[src/rtl/peer_mbox_pkg.sv]
package peer_mbox_pkg;

    localparam int DATA_W    = 32;
    localparam int PEER_ID_W = 16;
    localparam int VEC_W     = 16;

    // word offsets inside the register window
    localparam int OFF_ID    = 'h00;
    localparam int OFF_MAXP  = 'h04;
    localparam int OFF_ICTL  = 'h08;
    localparam int OFF_DBELL = 'h0C;
    localparam int OFF_STATE = 'h10;

    localparam logic [1:0] SIZE_WORD = 2'd2;

    typedef enum logic [2:0] {
        SEL_NONE,
        SEL_ID,
        SEL_MAXP,
        SEL_ICTL,
        SEL_DBELL,
        SEL_STATE
    } reg_sel_e;

    typedef struct packed {
        logic     rd;
        logic     wr;
        reg_sel_e sel;
    } bus_acc_t;

    typedef struct packed {
        logic [PEER_ID_W-1:0] target;
        logic [VEC_W-1:0]     vector;
    } db_req_t;

    function automatic logic word_ok(input logic [1:0] lo, input logic [1:0] size);
        return (lo == 2'b00) && (size == SIZE_WORD);
    endfunction

endpackage

[src/rtl/mbox_addr_decode.sv]
module mbox_addr_decode
    import peer_mbox_pkg::*;
#(
    parameter int ADDR_W = 8
) (
    input  logic              req_valid,
    input  logic              req_write,
    input  logic [ADDR_W-1:0] req_addr,
    input  logic [1:0]        req_size,
    output bus_acc_t          acc
);

    always_comb begin
        acc.rd  = req_valid && !req_write;
        acc.wr  = req_valid && req_write;
        acc.sel = SEL_NONE;
        if (req_valid && word_ok(req_addr[1:0], req_size)) begin
            case (req_addr)
                ADDR_W'(OFF_ID):    acc.sel = SEL_ID;
                ADDR_W'(OFF_MAXP):  acc.sel = SEL_MAXP;
                ADDR_W'(OFF_ICTL):  acc.sel = SEL_ICTL;
                ADDR_W'(OFF_DBELL): acc.sel = SEL_DBELL;
                ADDR_W'(OFF_STATE): acc.sel = SEL_STATE;
                default:            acc.sel = SEL_NONE;
            endcase
        end
    end

endmodule

[src/rtl/mbox_irq_ctrl.sv]
module mbox_irq_ctrl (
    input  logic clk,
    input  logic rst,
    input  logic ictl_wr,
    input  logic ictl_bit,
    input  logic priv_wr,
    input  logic priv_oneshot,
    input  logic irq_deliver,
    output logic irq_en,
    output logic os_mode
);

    always_ff @(posedge clk) begin
        if (rst) begin
            irq_en  <= 1'b0;
            os_mode <= 1'b0;
        end else begin
            if (priv_wr)
                os_mode <= priv_oneshot;
            // disarm on delivery has priority over a software write
            if (irq_deliver && os_mode)
                irq_en <= 1'b0;
            else if (ictl_wr)
                irq_en <= ictl_bit;
        end
    end

endmodule

[src/rtl/mbox_event_out.sv]
module mbox_event_out
    import peer_mbox_pkg::*;
(
    input  logic              clk,
    input  logic              rst,
    input  logic              db_wr,
    input  logic              st_wr,
    input  logic [DATA_W-1:0] wdata,
    output logic              db_valid,
    output db_req_t           db_req,
    output logic              st_valid,
    output logic [DATA_W-1:0] st_value,
    output logic [DATA_W-1:0] state_q
);

    logic st_differs;
    assign st_differs = (wdata != state_q);

    always_ff @(posedge clk) begin
        if (rst) begin
            db_valid <= 1'b0;
            db_req   <= '0;
            st_valid <= 1'b0;
            st_value <= '0;
            state_q  <= '0;
        end else begin
            db_valid <= db_wr;
            if (db_wr) begin
                db_req.target <= wdata[DATA_W-1 -: PEER_ID_W];
                db_req.vector <= wdata[VEC_W-1:0];
            end
            st_valid <= st_wr && st_differs;
            if (st_wr) begin
                state_q  <= wdata;
                st_value <= wdata;
            end
        end
    end

endmodule

[src/rtl/mbox_read_mux.sv]
module mbox_read_mux
    import peer_mbox_pkg::*;
#(
    parameter int unsigned LOCAL_ID  = 0,
    parameter int unsigned MAX_PEERS = 2
) (
    input  logic              clk,
    input  logic              rst,
    input  logic              rd_en,
    input  reg_sel_e          sel,
    input  logic              irq_en,
    input  logic [DATA_W-1:0] state_q,
    output logic              rsp_valid,
    output logic [DATA_W-1:0] rsp_rdata
);

    localparam logic [DATA_W-1:0] ID_WORD   = {{(DATA_W-PEER_ID_W){1'b0}}, PEER_ID_W'(LOCAL_ID)};
    localparam logic [DATA_W-1:0] MAXP_WORD = DATA_W'(MAX_PEERS);

    logic [DATA_W-1:0] word;

    always_comb begin
        case (sel)
            SEL_ID:    word = ID_WORD;
            SEL_MAXP:  word = MAXP_WORD;
            SEL_ICTL:  word = {{(DATA_W-1){1'b0}}, irq_en};
            SEL_STATE: word = state_q;
            default:   word = '0;   // doorbell and holes read zero
        endcase
    end

    always_ff @(posedge clk) begin
        if (rst) begin
            rsp_valid <= 1'b0;
            rsp_rdata <= '0;
        end else begin
            rsp_valid <= rd_en;
            rsp_rdata <= rd_en ? word : '0;
        end
    end

endmodule

[src/rtl/peer_mbox_regs.sv]
module peer_mbox_regs
    import peer_mbox_pkg::*;
#(
    parameter int unsigned LOCAL_ID  = 0,
    parameter int unsigned MAX_PEERS = 2,
    parameter int          ADDR_W    = 8
) (
    input  logic              clk,
    input  logic              rst,
    input  logic              req_valid,
    input  logic              req_write,
    input  logic [ADDR_W-1:0] req_addr,
    input  logic [1:0]        req_size,
    input  logic [31:0]       req_wdata,
    output logic              rsp_valid,
    output logic [31:0]       rsp_rdata,
    input  logic              priv_wr,
    input  logic              priv_oneshot,
    input  logic              irq_deliver,
    output logic              irq_enable,
    output logic              db_req_valid,
    output logic [15:0]       db_req_target,
    output logic [15:0]       db_req_vector,
    output logic              st_req_valid,
    output logic [31:0]       st_req_value
);

    bus_acc_t          acc;
    logic              ictl_wr, db_wr, st_wr;
    logic              os_mode;
    logic [DATA_W-1:0] state_q;
    db_req_t           db_req;

    mbox_addr_decode #(.ADDR_W(ADDR_W)) u_dec (
        .req_valid (req_valid),
        .req_write (req_write),
        .req_addr  (req_addr),
        .req_size  (req_size),
        .acc       (acc)
    );

    assign ictl_wr = acc.wr && (acc.sel == SEL_ICTL);
    assign db_wr   = acc.wr && (acc.sel == SEL_DBELL);
    assign st_wr   = acc.wr && (acc.sel == SEL_STATE);

    mbox_irq_ctrl u_irq (
        .clk          (clk),
        .rst          (rst),
        .ictl_wr      (ictl_wr),
        .ictl_bit     (req_wdata[0]),
        .priv_wr      (priv_wr),
        .priv_oneshot (priv_oneshot),
        .irq_deliver  (irq_deliver),
        .irq_en       (irq_enable),
        .os_mode      (os_mode)
    );

    mbox_event_out u_evt (
        .clk      (clk),
        .rst      (rst),
        .db_wr    (db_wr),
        .st_wr    (st_wr),
        .wdata    (req_wdata),
        .db_valid (db_req_valid),
        .db_req   (db_req),
        .st_valid (st_req_valid),
        .st_value (st_req_value),
        .state_q  (state_q)
    );

    assign db_req_target = db_req.target;
    assign db_req_vector = db_req.vector;

    mbox_read_mux #(.LOCAL_ID(LOCAL_ID), .MAX_PEERS(MAX_PEERS)) u_rd (
        .clk       (clk),
        .rst       (rst),
        .rd_en     (acc.rd),
        .sel       (acc.sel),
        .irq_en    (irq_enable),
        .state_q   (state_q),
        .rsp_valid (rsp_valid),
        .rsp_rdata (rsp_rdata)
    );

endmodule

[config.mk]
export PLATFORM = sky130hd
export DESIGN_NAME = peer_mbox_regs
export DESIGN_NICKNAME = d
export VERILOG_FILES = /design/src/rtl/peer_mbox_pkg.sv /design/src/rtl/mbox_addr_decode.sv /design/src/rtl/mbox_irq_ctrl.sv /design/src/rtl/mbox_event_out.sv /design/src/rtl/mbox_read_mux.sv /design/src/rtl/peer_mbox_regs.sv
export SDC_FILE = /design/constraint.sdc
export NUM_CORES = 1
export LEC_CHECK = 0
export ABC_CLOCK_PERIOD_IN_PS = 1700
export BUFFER_PORTS_ARGS = -buffer_cell sky130_fd_sc_hd__buf_2
export CAP_MARGIN = 10
export CORE_MARGIN = 4
export CORE_UTILIZATION = 45
export CTS_BUF_LIST = sky130_fd_sc_hd__clkbuf_2
export DETAILED_ROUTE_END_ITERATION = 7
export PLACE_DENSITY_LB_ADDON = 0.2
export SYNTH_ARGS = -nofsm -noshare
export SYNTH_HDL_FRONTEND = slang
export SYNTH_SLANG_ARGS = --single-unit
[constraint.sdc]
create_clock -name clk -period 1.7 [get_ports clk]
set_clock_uncertainty 0.2 [all_clocks]
set_input_delay 0.51 -clock clk [delete_from_list [all_inputs] [get_ports clk]]
set_output_delay 0.51 -clock clk [all_outputs]
set_load 0.03 [all_outputs]
Word-level counts from Yosys, hierarchy flattened
Cells that the tools add are included.

Eq/ne operators: 10. Mux-type cells: 3. Reductions and logical operators: 14. Bitwise operators: 1.

Operators with widths (count): case mux 32 bit (3 select lines) (1); inequality test 32 bit (1); equality test 8 x 4 -> 1 bit, second input constant (2); case mux 3 bit (5 select lines) (1); logical AND 1 bit (9); equality test 8 x 3 -> 1 bit, second input constant (1); equality test 8 x 5 -> 1 bit, second input constant (1); logical NOT 8 bit (1); equality test 3 x 2 -> 1 bit, second input constant (2); equality test 3 bit, second input constant (2); OR reduction 2 bit (2); 2-to-1 mux 3 bit (1); equality test 2 bit, second input constant (1); logical NOT 2 bit (1); logical NOT 1 bit (1); inverter 1 bit (1).

Output and inout port bits: 100. Flip-flop bits (word level): 101. Input bits: 49. Logic and storage cells: 37.

Longest topological paths before layout
Gate-level depths: netlist of run 1.

Depth after elaboration: 7. Mapped depth: 7. Gate-level depth less buffers: 4.

Cells and area by module
From an unflattened synthesis of run 1, not the netlist that was laid out.

Cells, all modules: 415. Area, all modules: 4165.2 µm².

Modules (own cells, without submodules): mbox_event_out (cells an instance 286, instances 1, sequential area each 1321.3 µm², area an instance 2916.5 µm²); mbox_read_mux (cells an instance 110, instances 1, sequential area each 660.6 µm², area an instance 1049.8 µm²); mbox_addr_decode (cells an instance 10, instances 1, sequential area each 0.0 µm², area an instance 88.8 µm²); mbox_irq_ctrl (cells an instance 6, instances 1, sequential area each 40.0 µm², area an instance 76.3 µm²); peer_mbox_regs (cells an instance 3, instances 1, sequential area each 0.0 µm², area an instance 33.8 µm²).

Worst setup path before layout of run 1
No wires, ideal clock.

Path type: input to register. Start: in req_addr[2]. End: reg u_rd.rsp_rdata[0]. Stages on the path: 6. Library setup time: 112 ps. Required time: 1388 ps. Path slack: -115 ps. Buffers on the path: 2. Data arrival time: 1503 ps. Path through: buf_6 nor4_2 and2_1 buf_4 a2bb2oi_1 a2111oi_1.

Longest elaborated chain between the ends: 5. Elaborated cells between the ends (all ways): 11. Those cells by class: eq/ne: 7; mux: 3; reduce/logical: 1.

Ends and longest elaborated chain: start, declared (RTL line peer_mbox_regs.sv:12) `input logic [ADDR_W-1:0] req_addr,`; equality test 8 x 5 -> 1 bit, or another cell as far along (RTL line mbox_addr_decode.sv:18) `case (req_addr)`; case mux 3 bit (5 select lines) (*) (RTL line mbox_addr_decode.sv:18); 2-to-1 mux 3 bit (*) (RTL line mbox_addr_decode.sv:17) `if (req_valid && word_ok(req_addr[1:0], req_size)) begin`; equality test 3 bit / equality test 3 x 2 -> 1 bit (equally long branches) (RTL line mbox_read_mux.sv:23) `case (sel)`; case mux 32 bit (3 select lines) (*) (RTL line mbox_read_mux.sv:23); end signal, assigned (RTL line mbox_read_mux.sv:38) `rsp_rdata <= rd_en ? word : '0;`; end, declared (RTL line mbox_read_mux.sv:14) `output logic [DATA_W-1:0] rsp_rdata`.

Mark *: on every way between the ends. The rest lies on a longest branch, timed or not. A chain may end at the register's enable or synchronous reset.

Final worst setup path of run 1
Start: reg, netlist name u_evt.db_req[16]. End: out db_req_target[0].

RTL lines: end, declared (RTL line peer_mbox_regs.sv:22) `output logic [15:0] db_req_target,`.

No word-level cell between the ends.

==> metrics, run 1 <==
Die Wd=101 µm; register bit count reported by yosys=101; fin area=6440 µm²; die height=101 µm; first-pass GRT wire length=20,000 µm; Synth cell types=32; syn_area_per_cell=8.93 µm²; slowest CP cell=dfxtp_2; Final period util=108%; Via density=5.29; # rows=33; Initial Utilization=46.6%; top cells by area, synth=dfxtp_1, a21oi_1, xnor2_1; setup TNS=-8.94 ns; CP bufs+invs=1; n_diodes=0; Synth area leader=dfxtp_1; post-route ant nets=0; DIE AREA=10,100 µm²; Detailed Routing Iterations Pass 1=4; depth of the worst hold-timing path=3; Hold Path Class=input port to flop; Critical Path AT=1.13 ns; Core Area=8300 µm²; FF-to-FF path depth=6; Top Ports=149; GRT overflow=0; FMAX=0.545 GHz; htree depth=3; GRT Total Usage=25.1%; min cycle time layout=1.84 ns; CTS tree=built; Worst Hold Slack=0.0114 ns; clock latency on the worst-skew pair=0.56 ns; # nets final=704; Data required, critical path=0.99 ns; crit-path max FO=2; initial antenna violation count=0; TritonCTS Buffers=9; Layout area overhead=66.6%; final setup fails=100; max_cap viols=0; DR iter-0 viols=246; number of synthesis warnings=0; crit-path cells=buf_6; Clock Sink Count=101; post-DR wirelength/cell=17.6 µm; RSZ-0062 raised after global routing=yes; Main synth FF type=dfxtp_1; Mapped Cells=433; Port Buffers=148; CTS clk-pin slew, worst paths=0.27 ns; Mapped Nets=482; Root Driver=clkbuf_2; startpoint types=flop; Post-synth EDFFs=0; vias in the first global route=3,907; status=complete, but fails checks; top cell type's share of synthesized area=52.3%; Crit Path Class=flop to output pin; WP depth=1; Leak Pwr=0.00261 µW; top cell family by delay on the critical path=flip-flops; register area share after synthesis=52.3%; DRT Wirelength=13,400 µm; fin worst setup slack=-0.136 ns; Power Density=618 nW/µm²; dpl hpwl=8380 µm; number of remaining DRC errors=0; routed vias=4,043; Cell Area, Synth=3870 µm²; failing checks=negative setup slack; slowest cell delay on critical path=0.42 ns; share of layout cells above drive strength 1=55.5%; largest net degree at the start of global routing=36; Area after DPL=5030 µm²; actual slew at the worst max-slew pin=0.375 ns; deepest clock path buffer count=2; asr flop ratio synth=0%; Peak supply drop=369 µV; final-report hold violation count=0; RD Place Congestion=0.853; Worst setup EP type=output pin; Slew Limit Fails=0; slew margin rel.=75.0%
[cell usage after synthesis, types with 2 or more instances]
cell,n
dfxtp_1,101
buf_4,5
nand3_1,35
nand2_1,65
o21ai_0,33
nor4_1,2
buf_2,4
xnor2_1,32
and2_1,32
nor3b_1,2
nor2_1,4
and3_1,2
clkbuf_2,3
a21oi_1,67
clkbuf_1,17
nand4_1,10
buf_6,4
[metrics by stage]
step,utilization [%],power [µW],std cells,setup slack [ns]
6_report,77.6,3980,764,-0.136
5_1_grt,77.6,4090,764,-0.181
4_1_cts,75.9,3960,752,-0.160
3_5_place_dp,60.6,2690,693,-0.360
3_3_place_gp,60.6,2690,693,-0.308
2_1_floorplan,-,2520,433,-0.0658
[cell usage in the layout (no fill, tap or decap), drive strengths merged]
cell type | Yosys | layout
a2111oi | 2 | 2
a21oi | 67 | 67
a221oi | 1 | 1
a2bb2oi | 1 | 1
and2 | 32 | 32
and3 | 2 | 2
and3b | 1 | 1
and4 | 1 | 1
and4bb | 1 | 1
buf | 13 | 226
bufinv | 0 | 2
clkbuf | 20 | 9
clkinv | 0 | 3
dfxtp | 101 | 101
dlygate4sd3 | 0 | 18
inv | 0 | 1
mux2i | 1 | 1
nand2 | 65 | 65
nand2b | 1 | 1
nand3 | 35 | 35
nand4 | 10 | 10
nor2 | 4 | 4
nor2b | 1 | 1
nor3b | 2 | 2
nor4 | 4 | 4
o21ai | 33 | 33
o31ai | 1 | 1
or4 | 1 | 1
xnor2 | 32 | 32
xor2 | 1 | 1
[power by group]
part / switching (µW) / total (µW) / internal (µW)
Sequential: 1.60 / 2360 / 2360
Clock: 823 / 1300 / 480
Combinational: 161 / 316 / 155
Total: 986 / 3980 / 3000
[registers in the layout, summed over array words and instances, names as in the netlist]
register,flops
u_evt.db_req,32
u_evt.db_valid,1
u_evt.st_valid,1
u_evt.state_q,32
u_irq.irq_en,1
u_irq.os_mode,1
u_rd.rsp_rdata,32
u_rd.rsp_valid,1
[routing by layer]
layer	track usage (%)	wire (µm)	part of all wire [%]	vias to the layer above
met1	32.3	5500	41	1926
met3	4.91	882	6.6	33
li1	-	-	-	1924
met4	9.64	367	2.7	0
met2	41.5	6680	50	160
met5	0	0	0	-
[final timing paths]
path	slack (ns)	end	start
setup / recovery	-0.14	db_req_target[0]	u_evt.db_req[16]
hold / removal	0.01	u_evt.db_req[2]	req_wdata[2]
setup reg to reg	0.04	u_evt.st_valid	u_evt.state_q[24]
hold reg to reg	0.28	u_evt.db_req[8]	u_evt.db_req[8]
[logic make-up (layout without fill, tap and decap cells)]
| family | count (synthesis) | after routing | synth area share [%] |
|---|---|---|---|
| AOI/OAI and AO/OA | 105 | 105 | 14.1 |
| xor gates and xnor gates | 33 | 33 | 7.47 |
| buffers and inverters | 33 | 259 | 4.69 |
| DFF | 101 | 101 | 52.3 |
| muxes | 1 | 1 | 0.259 |
| and+or+nand+nor | 160 | 160 | 21.2 |
[timing repair]
item                                    in CTS  in global routing
hold endpoints to repair                    21                  2
endpoints found under the setup margin     100                101
buffers inserted                            28                 10
hold buffers                                16                  2
resized for setup                          307                  8
pin swaps                                    0                  1
[final cells by class]
cell class,count,area (µm²)
Clock inverter,6,86.3
Fill cell,537,1860
Multi-Input combinational cell,299,1790
Clock buffer,9,45.0
Sequential cell,101,2170
Tap cell,105,131
Timing Repair Buffer,244,2220
(Power assumes the default switching activity.)
==> inputs of run 2 (changes only) <==
--- a/config.mk
+++ b/config.mk
@@ -8,7 +8,7 @@
 export ABC_CLOCK_PERIOD_IN_PS = 1700
 export BUFFER_PORTS_ARGS = -buffer_cell sky130_fd_sc_hd__buf_2
 export CAP_MARGIN = 10
-export CORE_MARGIN = 4
+export CORE_MARGIN = 1
 export CORE_UTILIZATION = 45
 export CTS_BUF_LIST = sky130_fd_sc_hd__clkbuf_2
 export DETAILED_ROUTE_END_ITERATION = 7
==> run 2 against run 1 <==
Effect of this change:
- the run still ends with negative setup slack left
- cell count down 0.79%
- sequential cell count unchanged
- combinational power down 5%
- clock power about the same
- die area down 12%
- via count down 1.1%
- hold slack better by 0.026 ns
- maximum frequency up 1.2%
- clock-buffer cell count unchanged
- power down 0.72%
- first-iteration DRC count up 12%
- register-to-register slack about the same
- critical path type unchanged
==> metrics, run 2 (synthesis results as in run 1) <==
final setup fails=100 (unchanged); DIE AREA=8970 µm² (-12%); initial antenna violation count=0 (unchanged); final cell utilization of the core=76.9% (-0.72 points); GRT Total Usage=29.0% (+3.9 points); Leak Pwr=0.00255 µW (-2.2%); TritonCTS Buffers=9 (unchanged); post-route ant nets=0 (unchanged); Via density=5.28 (-0.31%); htree depth=3 (unchanged); reg2reg setup slack=0.05 ns (about the same); Tot Pwr=3950 µW (-0.72%); Die Wd=94.7 µm (-6.0%); # rows=33 (unchanged); Core Area=8260 µm² (-0.50%); status=complete, but fails checks; RD Place Congestion=0.818 (-4.1%); dpl hpwl=7840 µm (-6.4%); Top Ports=149 (unchanged); depth of the worst hold-timing path=3 (unchanged); post-DR wirelength/cell=16.9 µm (-3.7%); CTS tree=built; Worst setup EP type=output pin; DRT Wirelength=12,800 µm (-4.5%); fillcell total=563 (+4.8%); fin worst setup slack=-0.113 ns (+0.0224 ns); CTS clk-pin slew, worst paths=0.26 ns (about the same); FF-to-FF End=u_evt.st_valid; crit-path max FO=4 (+2); number of remaining DRC errors=0 (unchanged); Data required, critical path=0.99 ns (about the same); top cell family by delay on the critical path=flip-flops; vias in the first global route=3,887 (-0.51%); FMAX=0.551 GHz (+1.2%); Crit Path Class=flop to output pin; Port Buffers=148 (unchanged); Initial Utilization=46.8% (+0.23 points); slew margin rel.=74.7% (-0.23 points); die height=94.7 µm (-6.0%); deepest clock path buffer count=2 (unchanged); max_cap viols=0 (unchanged); Layout area overhead=64.3%; first-pass GRT wire length=19,800 µm (-1.0%); final-report hold violation count=0 (unchanged); hold_sp=req_wdata[31]; Hold Path Class=input port to flop; actual slew at the worst max-slew pin=0.379 ns (+0.00338 ns); clock latency on the worst-skew pair=0.55 ns (about the same); failing checks=negative setup slack; Peak supply drop=446 µV (+21%); # nets final=698 (-0.85%); min cycle time layout=1.81 ns (-0.0224 ns); Worst R2R Start=u_evt.state_q[23]; Critical Path AT=1.10 ns (-0.03 ns); Worst Hold End=u_evt.db_req[31]; Slew Limit Fails=0 (unchanged); DR iter-0 viols=275 (+12%); Final period util=107% (-1.3 points); biggest regs=u_evt.db_req (32), u_evt.state_q (32), u_rd.rsp_rdata (32); n_diodes=0 (unchanged); share of layout cells above drive strength 1=54.5% (-1.0 points); FF-to-FF path depth=5 (-1); most frequent cells in the layout=buf_6, dfxtp_2, a21oi_1, buf_4, nand2_1; slowest CP cell=dfxtp_4; startpoint types=flop; most common cell after layout, fill and taps aside=buf_6; Detailed Routing Iterations Pass 1=4 (unchanged); crit-path cells=buf_6; Root Driver=clkbuf_2; Clock Sink Count=101 (unchanged); routed vias=3,999 (-1.1%); RSZ-0062 raised after global routing=yes; slowest cell delay on critical path=0.43 ns (about the same); largest net degree at the start of global routing=36 (unchanged); GRT overflow=0 (unchanged); CP bufs+invs=1 (unchanged); Power Density=622 nW/µm² (+0.71%)
## run 2: cell types whose count changed in the layout (fill, tap and decap cells not counted), sizes merged
cell         change
buf              -5
clkinv           -1
dlygate4sd3      -1
clkinvlp         +1
## run 2: worst min-delay path, delay by kind of cell
family | cells | cell delay, ns
simple gates | 1 | 0.06
buf+inv | 1 | 0.12
compound gates | 1 | 0.06
## run 2: layer usage
metal	share of wire, %	vias up	global-route usage [%]
li1	-	1905	-
met1	41	1885	36.2
met2	50	179	49.9
met3	6.2	30	4.99
met4	2.6	0	10.6
met5	0	-	0
## run 2: area by class of cell
| cell class | instances | area, µm² | share of cell area (%) |
|---|---|---|---|
| Timing Repair Buffer | 238 | 2170 | 34.2 |
| Clock inverter | 6 | 86.3 | 1.36 |
| Multi-Input combinational cell | 299 | 1760 | 27.7 |
| Sequential cell | 101 | 2160 | 34.0 |
| Clock buffer | 9 | 45.0 | 0.709 |
| Tap cell | 105 | 131 | 2.07 |
## run 2: how the worst max path moves through the flow
| stage | start | to | slack [ns] | cells past startpoint |
|---|---|---|---|---|
| 3_3_place_gp | req_addr[6] | u_rd.rsp_rdata[0] | -0.35 | 5 |
| 6_report | u_evt.state_q[5] | st_req_value[5] | -0.11 | 1 |
| 4_1_cts | u_evt.state_q[4] | st_req_value[4] | -0.15 | 1 |
| 5_1_grt | u_evt.state_q[4] | st_req_value[4] | -0.17 | 1 |
| 3_5_place_dp | req_addr[6] | u_evt.state_q[8] | -0.37 | 6 |
| 2_1_floorplan | req_addr[6] | u_evt.state_q[27] | -0.07 | 6 |
## run 2: repair_timing
item / CTS / global route
pin swaps: 0 / 1
hold endpoints to repair: 27 / 0
hold buffers: 17 / 0
resized for setup: 302 / 6
endpoints found under the setup margin: 100 / 101
buffers inserted: 29 / 4
## run 2: per-stage QoR
| stage | instance area (µm²) | TNS [ns] | std cells | worst slack [ns] | hold slack (ns) |
|---|---|---|---|---|---|
| floorplan | 4020 | -3.73 | 433 | -0.0658 | 0.228 |
| global route | 6350 | -12.40 | 758 | -0.167 | 0.0268 |
| global placement | 5020 | -26.27 | 693 | -0.348 | 0.240 |
| finish | 6350 | -7.63 | 758 | -0.113 | 0.0369 |
| detailed placement | 5020 | -30.25 | 693 | -0.373 | 0.247 |
| CTS | 6300 | -9.64 | 754 | -0.152 | 0.00173 |
## run 2: power breakdown
part           internal (µW)  switching [µW]  leakage [µW]
Clock                    478             807     0.0000781
Sequential              2370            1.49      0.000867
Combinational            147             154       0.00160
Total                   2990             962       0.00255
